## src/rtl/xsm_pkg.sv

```systemverilog
package xsm_pkg;

    // Output sequencer states
    typedef enum logic {
        OS_IDLE  = 1'b0,
        OS_FRESH = 1'b1
    } out_state_e;

endpackage

```

## src/rtl/xsm_extend.sv

```systemverilog
// Widens one operand by a single bit, either by sign or by zero.
module xsm_extend #(
    parameter int OPW = 16
) (
    input  logic [OPW-1:0] raw,
    input  logic           is_signed,
    output logic [OPW:0]   wide
);
    always_comb begin
        wide = {is_signed & raw[OPW-1], raw};
    end
endmodule

```

## src/rtl/xsm_array.sv

```systemverilog
// Two's-complement shift-add array over EW-bit operands.
// Only the low OW bits of the product are formed; they are exact modulo 2**OW.
module xsm_array #(
    parameter int EW = 17,
    parameter int OW = 32
) (
    input  logic [EW-1:0] mcand,
    input  logic [EW-1:0] mplier,
    output logic [OW-1:0] prod
);
    logic [OW-1:0] mc_x;
    logic [OW-1:0] rows [EW];
    logic [OW-1:0] acc;

    // Sign-extend the multiplicand into the result width
    always_comb begin
        mc_x = {{(OW-EW){mcand[EW-1]}}, mcand};
    end

    genvar gi;
    generate
        for (gi = 0; gi < EW; gi++) begin : g_row
            if (gi < EW-1) begin : g_pos
                // Positive-weight multiplier bit
                always_comb rows[gi] = mplier[gi] ? (mc_x << gi) : '0;
            end else begin : g_neg
                // The top multiplier bit weighs -2**(EW-1)
                always_comb rows[gi] = mplier[gi] ? (~(mc_x << gi) + 1'b1) : '0;
            end
        end
    endgenerate

    always_comb begin
        acc = '0;
        for (int k = 0; k < EW; k++) begin
            acc = acc + rows[k];
        end
    end

    always_comb prod = acc;
endmodule

```

## src/rtl/xsm_outreg.sv

```systemverilog
// Output stage: product register and a two-state valid sequencer.
module xsm_outreg
    import xsm_pkg::*;
#(
    parameter int OW = 32
) (
    input  logic          clk,
    input  logic          rst_n,
    input  logic          take,
    input  logic [OW-1:0] prod_in,
    output logic [OW-1:0] prod_q,
    output logic          fresh
);
    out_state_e st_q;
    out_state_e st_d;

    // Transitions: take -> OS_FRESH, drop -> OS_IDLE
    always_comb begin
        unique case (st_q)
            OS_IDLE:  st_d = take ? OS_FRESH : OS_IDLE;
            OS_FRESH: st_d = take ? OS_FRESH : OS_IDLE;
            default:  st_d = OS_IDLE;
        endcase
    end

    // State register
    always_ff @(posedge clk or negedge rst_n) begin
        if (!rst_n) st_q <= OS_IDLE;
        else        st_q <= st_d;
    end

    // Product register, loaded only on a strobe
    always_ff @(posedge clk or negedge rst_n) begin
        if (!rst_n)    prod_q <= '0;
        else if (take) prod_q <= prod_in;
    end

    // Outputs
    always_comb begin
        unique case (st_q)
            OS_FRESH: fresh = 1'b1;
            default:  fresh = 1'b0;
        endcase
    end
endmodule

```

## src/rtl/xsign_mul.sv

```systemverilog
module xsign_mul #(
    parameter int OPW = 16
) (
    input  logic             clk,
    input  logic             rst_n,
    input  logic             in_vld,
    input  logic [OPW-1:0]   opa,
    input  logic [OPW-1:0]   opb,
    input  logic             a_sgn,
    input  logic             b_sgn,
    output logic [2*OPW-1:0] res,
    output logic             res_vld
);
    localparam int EW = OPW + 1;
    localparam int PW = 2 * OPW;

    logic [EW-1:0] a_w;
    logic [EW-1:0] b_w;
    logic [PW-1:0] p_comb;

    xsm_extend #(.OPW(OPW)) u_ext_a (.raw(opa), .is_signed(a_sgn), .wide(a_w));
    xsm_extend #(.OPW(OPW)) u_ext_b (.raw(opb), .is_signed(b_sgn), .wide(b_w));

    xsm_array #(.EW(EW), .OW(PW)) u_arr (
        .mcand (a_w),
        .mplier(b_w),
        .prod  (p_comb)
    );

    xsm_outreg #(.OW(PW)) u_out (
        .clk    (clk),
        .rst_n  (rst_n),
        .take   (in_vld),
        .prod_in(p_comb),
        .prod_q (res),
        .fresh  (res_vld)
    );
endmodule

```

## config.mk

```make
export PLATFORM = sky130hd
export DESIGN_NAME = xsign_mul
export DESIGN_NICKNAME = d
export VERILOG_FILES = /design/src/rtl/xsm_pkg.sv /design/src/rtl/xsm_extend.sv /design/src/rtl/xsm_array.sv /design/src/rtl/xsm_outreg.sv /design/src/rtl/xsign_mul.sv
export SDC_FILE = /design/constraint.sdc
export NUM_CORES = 1
export LEC_CHECK = 0
export CAP_MARGIN = 40
export CORE_MARGIN = 1.5
export CORE_UTILIZATION = 60
export CTS_CLUSTER_DIAMETER = 200
export DETAILED_ROUTE_END_ITERATION = 6
export PLACE_DENSITY = 0.8
export SLEW_MARGIN = 25
export SYNTH_ARGS = -nofsm -noshare
export SYNTH_HDL_FRONTEND = slang
export SYNTH_SLANG_ARGS = --single-unit
```

## constraint.sdc

```tcl
create_clock -name clk -period 2.69 [get_ports clk]
set_clock_uncertainty 0.15 [all_clocks]
set_input_delay 0.269 -clock clk [delete_from_list [all_inputs] [get_ports clk]]
set_output_delay 0.269 -clock clk [all_outputs]
set_load 0.005 [all_outputs]
```

Yosys cells after proc, flatten, opt, wreduce, memory -nomap -nowiden --
Cells that the tools add are included. W data, S select, Z words.
Word-level totals: word-level logic and storage cells 41, output and inout bits 33, input bits 37, register bits 33
Operators by class: mux-type cells 19, bitwise operators 3, add/sub/neg operators 17
Operators with widths (count):
- $mux W32 | 17
- $add A32 B32 Y32 | 16
- $add A32 B1 Y32 const B | 1
- $not A32 Y32 | 1
- $and A1 B1 Y1 | 2
- $mux W1 | 2

Depth between registers and ports, before layout --
depth after elaboration 18, depth in mapped cells 26, mapped depth without buffers 24

Modules after synthesis --
Synthesis repeated with hierarchy kept, for this count alone.
Unflattened totals: cell total of the unflattened synthesis 1219, area, all modules 11853.9 um^2
Modules (own cells, without submodules):
- xsm_array | cells an instance 1116, area each 10231.1 um^2, instances 1, sequential area each 0.0 um^2
- xsm_outreg | cells an instance 69, area each 1370.1 um^2, instances 1, sequential area each 825.8 um^2
- xsm_extend | cells an instance 17, area each 126.4 um^2, instances 2, sequential area each 0.0 um^2

Least setup slack after synthesis --
No wires, ideal clock.
path kind input-to-reg, start point input port opa[1], end point register u_out.prod_q[28], arrival 6010 ps, slack -3601 ps, setup time 131 ps, data required time 2409 ps, cell stages on the path 22, buffers on the path 1, cell sequence buf_2 > or4_4 > or2_2 > nor3_1 > xor2_1 > nor2_1 > fa_1 > inv_1 > fa_1 > fa_1 > fa_1 > fa_1 > inv_1 > fa_1 > ha_1 > a21oi_1 > o21bai_1 > a21oi_1 > o21ai_0 > a32oi_1 > a21oi_1 > or3_1
On the way: longest elaborated chain between the ends 17, elaborated cells on any way between the ends 35, classes of those cells add/sub: 17; mux: 17; bitwise: 1
RTL lines:
- from (decl) | RTL line xsign_mul.sv:7 | input logic [OPW-1:0] opa,
- $mux W32 | RTL line xsm_array.sv:25 | always_comb rows[gi] = mplier[gi] ? (mc_x << gi) : '0;
- $add A32 B32 Y32 (15 in a row) | RTL line xsm_array.sv:36 | acc = acc + rows[k];
- $add A32 B32 Y32 * | RTL line xsm_array.sv:36
- to (signal assigned) | RTL line xsm_outreg.sv:35 | else if (take) prod_q <= prod_in;
- to (decl) | RTL line xsm_outreg.sv:11 | output logic [OW-1:0] prod_q,
Every way passes the cells marked *; elsewhere a longest branch is shown, timed or not. A chain may end at the register's enable or synchronous reset.

Worst setup path after layout --
start point input port opa[2], end point register u_out.prod_q[31]
The elaborated chain is that of the path after synthesis.

==> metrics.txt <==
final hold violations=0; final instance area=~15000 um2; Final Setup Violations=28; crit end category=flip-flop; grt ovf=0; CTS Sinks=33; Max-Cap Viols=0; Worst-Margin Slew=about 0.38 ns; Starting DRT DRC Count=795; violated checks=negative setup slack; CP peak stage delay=~0.57 ns; reg2reg end=u_out.prod_q[28]$_DFFE_PN0P_; syn_nets=~1600; Synth Cell Area=~12000 um2; antenna cell count=0; Netlist cell types=54; # DRC=0; Non-Filler Instances=between 1500 and 2000; IO buf count=slightly below 70; slowest CP cell=or4_4; vias in the first global route=around 11000; detailed-route via count=~10000; Ports=70; WL/cell=~21 um; Async SR Flop Fraction=between 90% and 100%; top_reg_cell synth=dfrtp_1; unrepaired setup endpoints after global routing=yes; Final min period=about 6.1 ns; CP Depth=21; critical-path cell list=buf_6 -> or4_4 -> or2_4 -> buf_6 -> xnor2_2 -> nor2_1 -> fa_1 -> inv_2 -> fa_1 -> fa_1 -> fa_1 -> fa_1 -> inv_1 -> fa_1 -> ha_4 -> nand4_1 -> o41a_1 -> and3b_1 -> o21ai_1 -> xnor2_1 -> mux2_4; CTS Root Cell=clkbuf_16; htree depth=2; CP max FO=3; Synth Instances=~1200; reg2reg setup slack=1.55 ns; DIE HEIGHT=~140 um; layout cell share with drive strength beyond 1=between 20% and 30%; Slew Viols, Final=0; mean post-synth cell area=approximately 9.6 um2; slack of the critical path=-3.46 ns; Die Area=20100 um2; largest net degree at the start of global routing=34; met2 Track Usage GR=about three fifths; slew margin rel.=around 75%; Area Overhead vs Synth=33.3%; Skew-Pair Late Insertion Delay=0.29 ns; CP bufs+invs=4; GRT Resource Usage Total=between 30 and 40%; multi-input logic area=~10000 um2; Core Area=approximately 19000 um2; global-route met1 utilization=38.8%; Post-synth EDFFs=0; r2r worst-path depth=3; total CTS buffers=5; # rows=50; Top cell by count, worst path=fa_1; clock slew at reported path FFs=0.06 ns; grt met3 use=5.80%; antenna violations before repair=1; CTS tree=done; required time of the critical path=about 2.7 ns; drt via density=between 5 and 6; worst r2r src=u_out.prod_q[28]$_DFFE_PN0P_; CTS max path bufs=2; global-route wire length before repair=51400 um; CP arrival=6.17 ns; placed insts=approximately 1600; Synth Warn #=0; fmax=163 MHz; cell area after placement=14000 um2; post-layout net count=between 1500 and 2000; worst setup path start=opa[2]; Hold Crit Class=in2async; Setup CP Type=in2reg; Routed Antenna Nets=0; final WL=35700 um; DP HPWL=about 24000 um; cell class contributing the biggest share of worst-path delay=adder cells; Horiz. Die Dim=between 100 and 150 um; RD Place Congestion=about 0.86; Reg area=826 um2; DRT Pass-1 Iters=7; Fill cells=970; startpoint types=input port; post-synthesis sequential area ratio=under 10%; Critical Path Sink=u_out.prod_q[31]$_DFFE_PN0P_; number of synthesized register bits=33; initial core utilization=around three fifths; GR peak layer=met2; Final period util=229%; status=complete, but fails checks
-- per-layer routing --
metal | vias up | share of wire (%)
met5 | - | 0.031
met4 | 2 | 6.1
met3 | 219 | 8.4
met2 | 589 | 52
met1 | 5019 | 34
li1 | 4040 | -
-- logic make-up after synthesis --
logic type      synth area share, %
flops                          7.15
compound gates                 4.73
mux                            2.64
xor+xnor                       3.53
fa+ha+maj                      55.8
simple gates                   15.5
buf+inv                        10.6
-- worst reg2reg max path: cells and delay by family, from the launching register on --
family	cells	cell delay, ns
compound gates	1	0.06
buf+inv	1	0.06
flops	1	0.41
simple gates	1	0.33
-- cell usage in the layout (no fill, tap or decap), types with 19 or more instances in the layout --
master | synthesis | layout
fa_1 | 285 | 265
dfrtp_1 | 33 | 33
buf_6 | 1 | 33
and2_1 | 129 | 114
ha_4 | 0 | 31
inv_2 | 0 | 19
nand2_1 | 149 | 135
fa_2 | 0 | 20
inv_1 | 263 | 244
ha_1 | 59 | 28
xnor2_1 | 31 | 26
nor2_1 | 23 | 19
clkdlybuf4s50_1 | 0 | 34
buf_4 | 0 | 156
-- how the worst min path moves through the flow --
stage            from                      endpoint  cells past startpoint
6_report        rst_n   u_out.prod_q[8]$_DFFE_PN0P_                      2
5_1_grt         rst_n   u_out.prod_q[8]$_DFFE_PN0P_                      2
4_1_cts        in_vld  u_out.prod_q[30]$_DFFE_PN0P_                      3
2_1_floorplan   rst_n   u_out.prod_q[0]$_DFFE_PN0P_                      0
3_3_place_gp    rst_n   u_out.prod_q[5]$_DFFE_PN0P_                      1
3_5_place_dp    rst_n   u_out.prod_q[5]$_DFFE_PN0P_                      1
-- metrics by stage --
| stage | worst slack, ns | setup TNS (ns) | hold WS [ns] | utilization, % |
|---|---|---|---|---|
| after floorplan | -3.36 | -63.90 | -0.177 | - |
| after global placement | -3.96 | -86.86 | 0.235 | 74.6 |
| after detailed placement | -4.09 | -88.40 | 0.234 | 74.7 |
| after CTS | -3.63 | -74.79 | 0.329 | 77.8 |
| after global routing | -3.70 | -75.18 | 0.245 | 82.0 |
| final | -3.46 | -72.54 | 0.226 | 82.0 |
-- synth_stat cells, types with 10 or more instances --
cell type	number	area (um2)
fa_1	285	5710
inv_1	263	987
nand2_1	149	559
and2_1	129	807
ha_1	59	738
clkbuf_1	58	218
dfrtp_1	33	826
xnor2_1	31	272
a21oi_1	25	125
mux2_2	24	270
nor2_1	23	86.3
a21o_1	15	113
xor2_1	13	114
o21ai_0	12	60.1
and3_1	11	68.8
nand3_1	10	50.1
-- flip-flops by register name (all words and copies together), names as in the netlist --
name and count:
u_out.prod_q 32, u_out.st_q 1
-- repair_timing --
action                                  in CTS  in global routing
pin swaps                                   65                 71
buffers inserted                            23                 30
endpoints found under the hold margin       33                  0
resized for setup                          104                149
gates cloned                                 0                  6
hold buffers                                 1                  0
endpoints found under the setup margin      29                 28
-- layout make-up --
class | instances | area share (%)
clock buffer | 7 | 0.927
sequential | 33 | 5.37
tap | 234 | 1.90
multi-input combinational | 850 | 67.7
timing repair buffer | 288 | 17.7
inverter | 263 | 6.42
Power is not shown: default switching activity piles up to over one toggle a cycle in this logic, so the estimate is an artifact.
